### src/rtl/sync_burst_gen.sv
module sync_burst_gen #(
  parameter int HALF_W  = 16,
  parameter int TOTAL_W = 32
) (
  input  logic               clk,
  input  logic               rst_n,
  input  logic               start,
  input  logic [HALF_W-1:0]  half_ticks,
  input  logic [TOTAL_W-1:0] total_ticks,
  output logic               line_data,
  output logic               line_clk,
  output logic               busy,
  output logic               done
);

  localparam int EL_W = TOTAL_W + 2;

  logic               busy_q, done_q;
  logic [1:0]         phase_q;
  logic [HALF_W-1:0]  hcnt_q, half_q;
  logic [TOTAL_W-1:0] total_q;
  logic [EL_W-1:0]    elapsed_q;

  logic [HALF_W-1:0] half_eff;
  logic              step, budget_met, finish, launch;

  assign half_eff   = (half_ticks == '0) ? HALF_W'(1) : half_ticks;
  assign step       = (hcnt_q == half_q - HALF_W'(1));
  assign budget_met = (elapsed_q + EL_W'(1)) >= EL_W'(total_q);
  assign finish     = busy_q && step && (phase_q == 2'b11) && budget_met;
  assign launch     = start && !busy_q;

  always_ff @(posedge clk) begin
    if (!rst_n) begin
      busy_q    <= 1'b0;
      done_q    <= 1'b0;
      phase_q   <= 2'b00;
      hcnt_q    <= '0;
      half_q    <= HALF_W'(1);
      total_q   <= '0;
      elapsed_q <= '0;
    end else begin
      done_q <= finish;
      if (launch) begin
        busy_q    <= 1'b1;
        phase_q   <= 2'b00;
        hcnt_q    <= '0;
        half_q    <= half_eff;
        total_q   <= total_ticks;
        elapsed_q <= '0;
      end else if (busy_q) begin
        elapsed_q <= elapsed_q + EL_W'(1);
        if (finish) begin
          busy_q  <= 1'b0;
          phase_q <= 2'b00;
          hcnt_q  <= '0;
        end else if (step) begin
          hcnt_q  <= '0;
          phase_q <= phase_q + 2'b01;
        end else begin
          hcnt_q <= hcnt_q + HALF_W'(1);
        end
      end
    end
  end

  assign line_data = busy_q ? phase_q[0] : 1'b1;
  assign line_clk  = busy_q ? phase_q[1] : 1'b1;
  assign busy      = busy_q;
  assign done      = done_q;

  p_idle_high_r1: assert property (@(posedge clk) disable iff (!rst_n)
    !busy |-> (line_data && line_clk));

  p_first_low_r2: assert property (@(posedge clk) disable iff (!rst_n)
    $rose(busy) |-> (!line_data && !line_clk));

  p_lock_r4: assert property (@(posedge clk) disable iff (!rst_n)
    (busy && $past(busy) && (line_clk != $past(line_clk))) |-> (line_data != $past(line_data)));

  p_end_full_period_r6: assert property (@(posedge clk) disable iff (!rst_n)
    $fell(busy) |-> ($past(line_clk) && $past(line_data) && done));

  p_done_pulse_r7: assert property (@(posedge clk) disable iff (!rst_n)
    done |=> !done);

  p_release_r7: assert property (@(posedge clk) disable iff (!rst_n)
    done |-> (!busy && line_data && line_clk));

  p_latched_r8: assert property (@(posedge clk) disable iff (!rst_n)
    (busy && $past(busy)) |-> (half_q == $past(half_q) && total_q == $past(total_q)));

endmodule

### config.mk
export PLATFORM = sky130hd
export DESIGN_NAME = sync_burst_gen
export DESIGN_NICKNAME = d
export VERILOG_FILES = /design/src/rtl/sync_burst_gen.sv
export SDC_FILE = /design/constraint.sdc
export NUM_CORES = 1
export LEC_CHECK = 0
export ABC_AREA = 1
export BUFFER_PORTS_ARGS = -buffer_cell sky130_fd_sc_hd__buf_2
export CAP_MARGIN = 0
export CORE_ASPECT_RATIO = 1.5
export CORE_MARGIN = 8
export CORE_UTILIZATION = 49
export DETAILED_ROUTE_END_ITERATION = 7
export PLACE_DENSITY = 0.68
export SETUP_SLACK_MARGIN = 0.1
export SYNTH_ARGS = -nofsm -noshare
export SYNTH_HDL_FRONTEND = slang
export SYNTH_SLANG_ARGS = --single-unit
### constraint.sdc
create_clock -name clk -period 2.8 [get_ports clk]
set_input_delay 0.28 -clock clk [delete_from_list [all_inputs] [get_ports clk]]
set_output_delay 0.28 -clock clk [all_outputs]
set_load 0.01 [all_outputs]
==> summary by stage <==
Worst setup path
The type of the setup path with the least slack is register to register. At the worst endpoint, the required time is 3080 ps. The type of origin of the critical path is a register. The path depth of the worst reg2reg path is 23. The largest fanout on the critical path is 4. The arrival time at the worst endpoint is 3170 ps.

The category of the worst setup path capture point is a register.

Synthesis
After synthesis, the share of flip-flops with an asynchronous set or reset is 0. The total standard cell area after synthesis is 6360 um^2. Among all cell types in the netlist, the one instantiated most often is sky130_fd_sc_hd__nand2_1.

The most instantiated flip-flop cell in the synthesis netlist is sky130_fd_sc_hd__dfxtp_1. Of the post-synthesis cell area, the dominant cell type holds 0.321. The netlist uses 45 different library cells.

The number of nets handed over by synthesis was 1026. The flip-flop and latch count after synthesis is 102. The count of flip-flops with a built-in enable after synthesis is 0. The mean instance size in the synthesized netlist is 6.77 um^2. Yosys printed 0 warnings. In the synthesized netlist, the cells that appear most often are sky130_fd_sc_hd__nand2_1, sky130_fd_sc_hd__inv_1, sky130_fd_sc_hd__dfxtp_1. The gate count after technology mapping is 939.

The biggest area contributor in the post-synthesis netlist is sky130_fd_sc_hd__dfxtp_1. After synthesis, the cell types taking the most area are sky130_fd_sc_hd__dfxtp_1, sky130_fd_sc_hd__nand2_1, sky130_fd_sc_hd__inv_1. The sequential fraction of the synthesis area is 0.321.

Pwr
IR analysis of the VDD net gives a maximum drop of 0.285 mV. The cell leakage power is 0.00363 uW. Dividing total power by cell area gives a power density of 457 nW/um^2.

Cells and area
The number of antenna cells inserted is 0. The finished layout holds 1192 standard cells, fillers aside. In the final layout, the share of cells above drive strength 1 is 0.206. From synthesis to final layout, the design area changed by 20.3%. The final layout contains 1115 nets. The filler cells instantiated in the layout total 1224.

Place
The total placed cells including tap cells is 1165. The final weighted congestion of routability-driven global placement is 0.916. The count of buffers added on input and output ports is 54. The setup slack after placement is -222 ps.

The estimated wirelength of the detail-placed design is 12.1 mm.

STA
The number of failing hold endpoints at the final stage is 0. Setup repair after global routing could not meet its margin everywhere. Derived from the worst setup path, the maximum achievable clock frequency is 346 MHz. The maximum clock skew at final layout is 7.35 ps. For the pin with the worst max-slew slack, the measured transition is 834 ps.

The relative slew slack is 0.439. The number of setup violations in the final report is 3. The worst hold slack after final layout is 131 ps. Dividing the final minimum period by the clock period gives 1.03.

For the finished layout, the period the worst path requires is 2890 ps. In the post-route analysis, the smallest setup slack over all paths is -91.2 ps. The max-slew violation total from the final report was 0.

Die
The number of rows in the core area is 51. The die span in y is 156 um. The effective utilization at floorplan is 0.496. The horizontal die dimension is 109 um. The area of the placeable core is 12800 um^2.

The I/O pin count is 55. The floorplan die area is 17000 um^2.

Min path
The worst min-delay path class is input pin to register. The worst hold path passes through 3 cells.

Routing
The ratio of routed vias to standard cells is 5.11. The final routed wire length divided by cell count is 13.8 um. The detailed router finished its first iteration with 209 violations. Wires add up to 16.5 mm. The overall via count from detail_route is 6095.

In the routed design, unresolved DRC markers number 0. The detail route stage leaves a number of antenna-violating nets equal to 0. The number of iterations in the first detailed-routing pass is 4.

Clock network
The count of hold buffers inserted by post-cts repair is 0. In this run, CTS created clock tree buffers numbering 9. The tree is rooted in a sky130_fd_sc_hd__clkbuf_16. After clock tree synthesis, the clock-pin slew on the worst setup and hold paths is 70 ps. The maximum buffer depth of the clock tree is 2. The H-tree was split into 3 levels.

The clock reaches the later pin of the worst-skew pair after 340 ps. The CTS tree is done. The clock sink count is 102.

Global route
The total overflow left after global routing is 0. The initial antenna violation count is 0. The all-layer global routing usage is 0.198. The first global-routing pass estimated 27.1 mm of wire.

The largest net degree at the start of global routing is 56. The number of global-route vias before repair is 6158.

Outcome
The final reports fail on negative setup slack. The flow ran to the end, but the final reports show violations.

Job
Across the run, the number of max-cap violations was 0.
-- placed cells by master, fill, tap and decap left out, types with 4 or more instances in the layout --
cell                          n
sky130_fd_sc_hd__dfxtp_2      4
sky130_fd_sc_hd__xor2_2       6
sky130_fd_sc_hd__ha_1        32
sky130_fd_sc_hd__inv_1      140
sky130_fd_sc_hd__nor2_2      12
sky130_fd_sc_hd__nor3_1      12
sky130_fd_sc_hd__o21ai_0     72
sky130_fd_sc_hd__nor2_1      71
sky130_fd_sc_hd__nand4_1     19
sky130_fd_sc_hd__ha_4         4
sky130_fd_sc_hd__xor2_1      27
sky130_fd_sc_hd__buf_2       54
sky130_fd_sc_hd__buf_4       52
sky130_fd_sc_hd__nand2_4      4
sky130_fd_sc_hd__xnor2_1     10
sky130_fd_sc_hd__nor2_4      10
sky130_fd_sc_hd__nand3_1     40
sky130_fd_sc_hd__nand3_2      6
sky130_fd_sc_hd__nand2_2     18
sky130_fd_sc_hd__o21ai_1      4
sky130_fd_sc_hd__nand2_1    214
sky130_fd_sc_hd__nor3_4       4
sky130_fd_sc_hd__dfxtp_1     95
sky130_fd_sc_hd__clkbuf_16   10
sky130_fd_sc_hd__nor4_1       8
sky130_fd_sc_hd__inv_2        5
sky130_fd_sc_hd__a21oi_1     57
-- metrics by stage --
step | setup TNS [ps] | util | power [uW] | area (um^2)
2_1_floorplan | -85.8 | - | 2070 | 6390
3_3_place_gp | -390 | 0.551 | 2260 | 7070
3_5_place_dp | -569 | 0.551 | 2280 | 7070
4_1_cts | -277 | 0.582 | 3500 | 7470
5_1_grt | -1000 | 0.597 | 3690 | 7650
6_report | -221 | 0.597 | 3500 | 7650
-- final cells by class --
class / instances / area (um^2) / area share
Tap cell: 159 / 199 / 0.0260
Clock buffer: 12 / 258 / 0.0337
Multi-Input combinational cell: 661 / 3870 / 0.505
Clock inverter: 4 / 30.0 / 0.00392
Sequential cell: 102 / 2060 / 0.269
Inverter: 145 / 544 / 0.0711
Timing Repair Buffer: 109 / 694 / 0.0908
-- power breakdown --
| part | leakage, uW | switching (uW) | total (uW) | internal, uW |
|---|---|---|---|---|
| Clock | 0.000138 | 556 | 1220 | 660 |
| Combinational | 0.00265 | 441 | 700 | 259 |
| Sequential | 0.000837 | 55.3 | 1580 | 1520 |
-- state kept, by name, indices dropped and copies added, names as in the netlist --
name       cells
half_q        16
elapsed_q     34
hcnt_q        16
done           1
total_q       32
phase_q        2
busy           1
-- path summary, 6_finish.rpt --
check / from / end / slack (ps)
min: total_ticks[7] / total_q[7] / 130
min reg2reg: total_q[2] / total_q[2] / 480
max: elapsed_q[4] / busy / -90
max reg2reg: elapsed_q[4] / busy / -90
-- kinds of logic after synthesis --
logic type,count (synthesis),synth area share
flip-flops,102,0.321
XOR/XNOR,45,0.0620
adder cells (fa/ha/maj),36,0.0708
AO/OA/AOI/OAI,147,0.122
buffers and inverters,176,0.106
AND/OR/NAND/NOR,433,0.318
-- worst max-delay path, stage by stage, from the launching register on --
cell and delay [ps]:
sky130_fd_sc_hd__dfxtp_2 350, sky130_fd_sc_hd__nand2_2 80, sky130_fd_sc_hd__nor2_4 130, sky130_fd_sc_hd__nand2_4 60, sky130_fd_sc_hd__buf_6 120, sky130_fd_sc_hd__nor2_4 100
sky130_fd_sc_hd__nand3_4 120, sky130_fd_sc_hd__nor2_4 120, sky130_fd_sc_hd__nand2_2 80, sky130_fd_sc_hd__nor3_4 160, sky130_fd_sc_hd__nand2_2 100, sky130_fd_sc_hd__xor2_2 160
sky130_fd_sc_hd__ha_1 320, sky130_fd_sc_hd__nand2_1 90, sky130_fd_sc_hd__inv_2 40, sky130_fd_sc_hd__nand4_1 70, sky130_fd_sc_hd__nor2_1 40, sky130_fd_sc_hd__a21boi_1 180
sky130_fd_sc_hd__nand2_1 90, sky130_fd_sc_hd__nor2_2 90, sky130_fd_sc_hd__nand2_2 60, sky130_fd_sc_hd__nand2_2 70, sky130_fd_sc_hd__nand2_1 50, sky130_fd_sc_hd__a21oi_1 150
-- timing repair --
item / 4_1_cts / 5_1_grt
pin swaps: 21 / 17
resized for setup: 19 / 31
buffers inserted: 6 / 5
endpoints found under the setup margin: 3 / 3
-- metal layers --
metal | wire [um] | share of wire | GRT usage
met2 | 8610 | 0.52 | 0.357
met5 | 0 | 0 | 0
met1 | 6380 | 0.39 | 0.200
met4 | 783 | 0.048 | 0.131
met3 | 689 | 0.042 | 0.0331
Power figures use the tool's default switching activity.
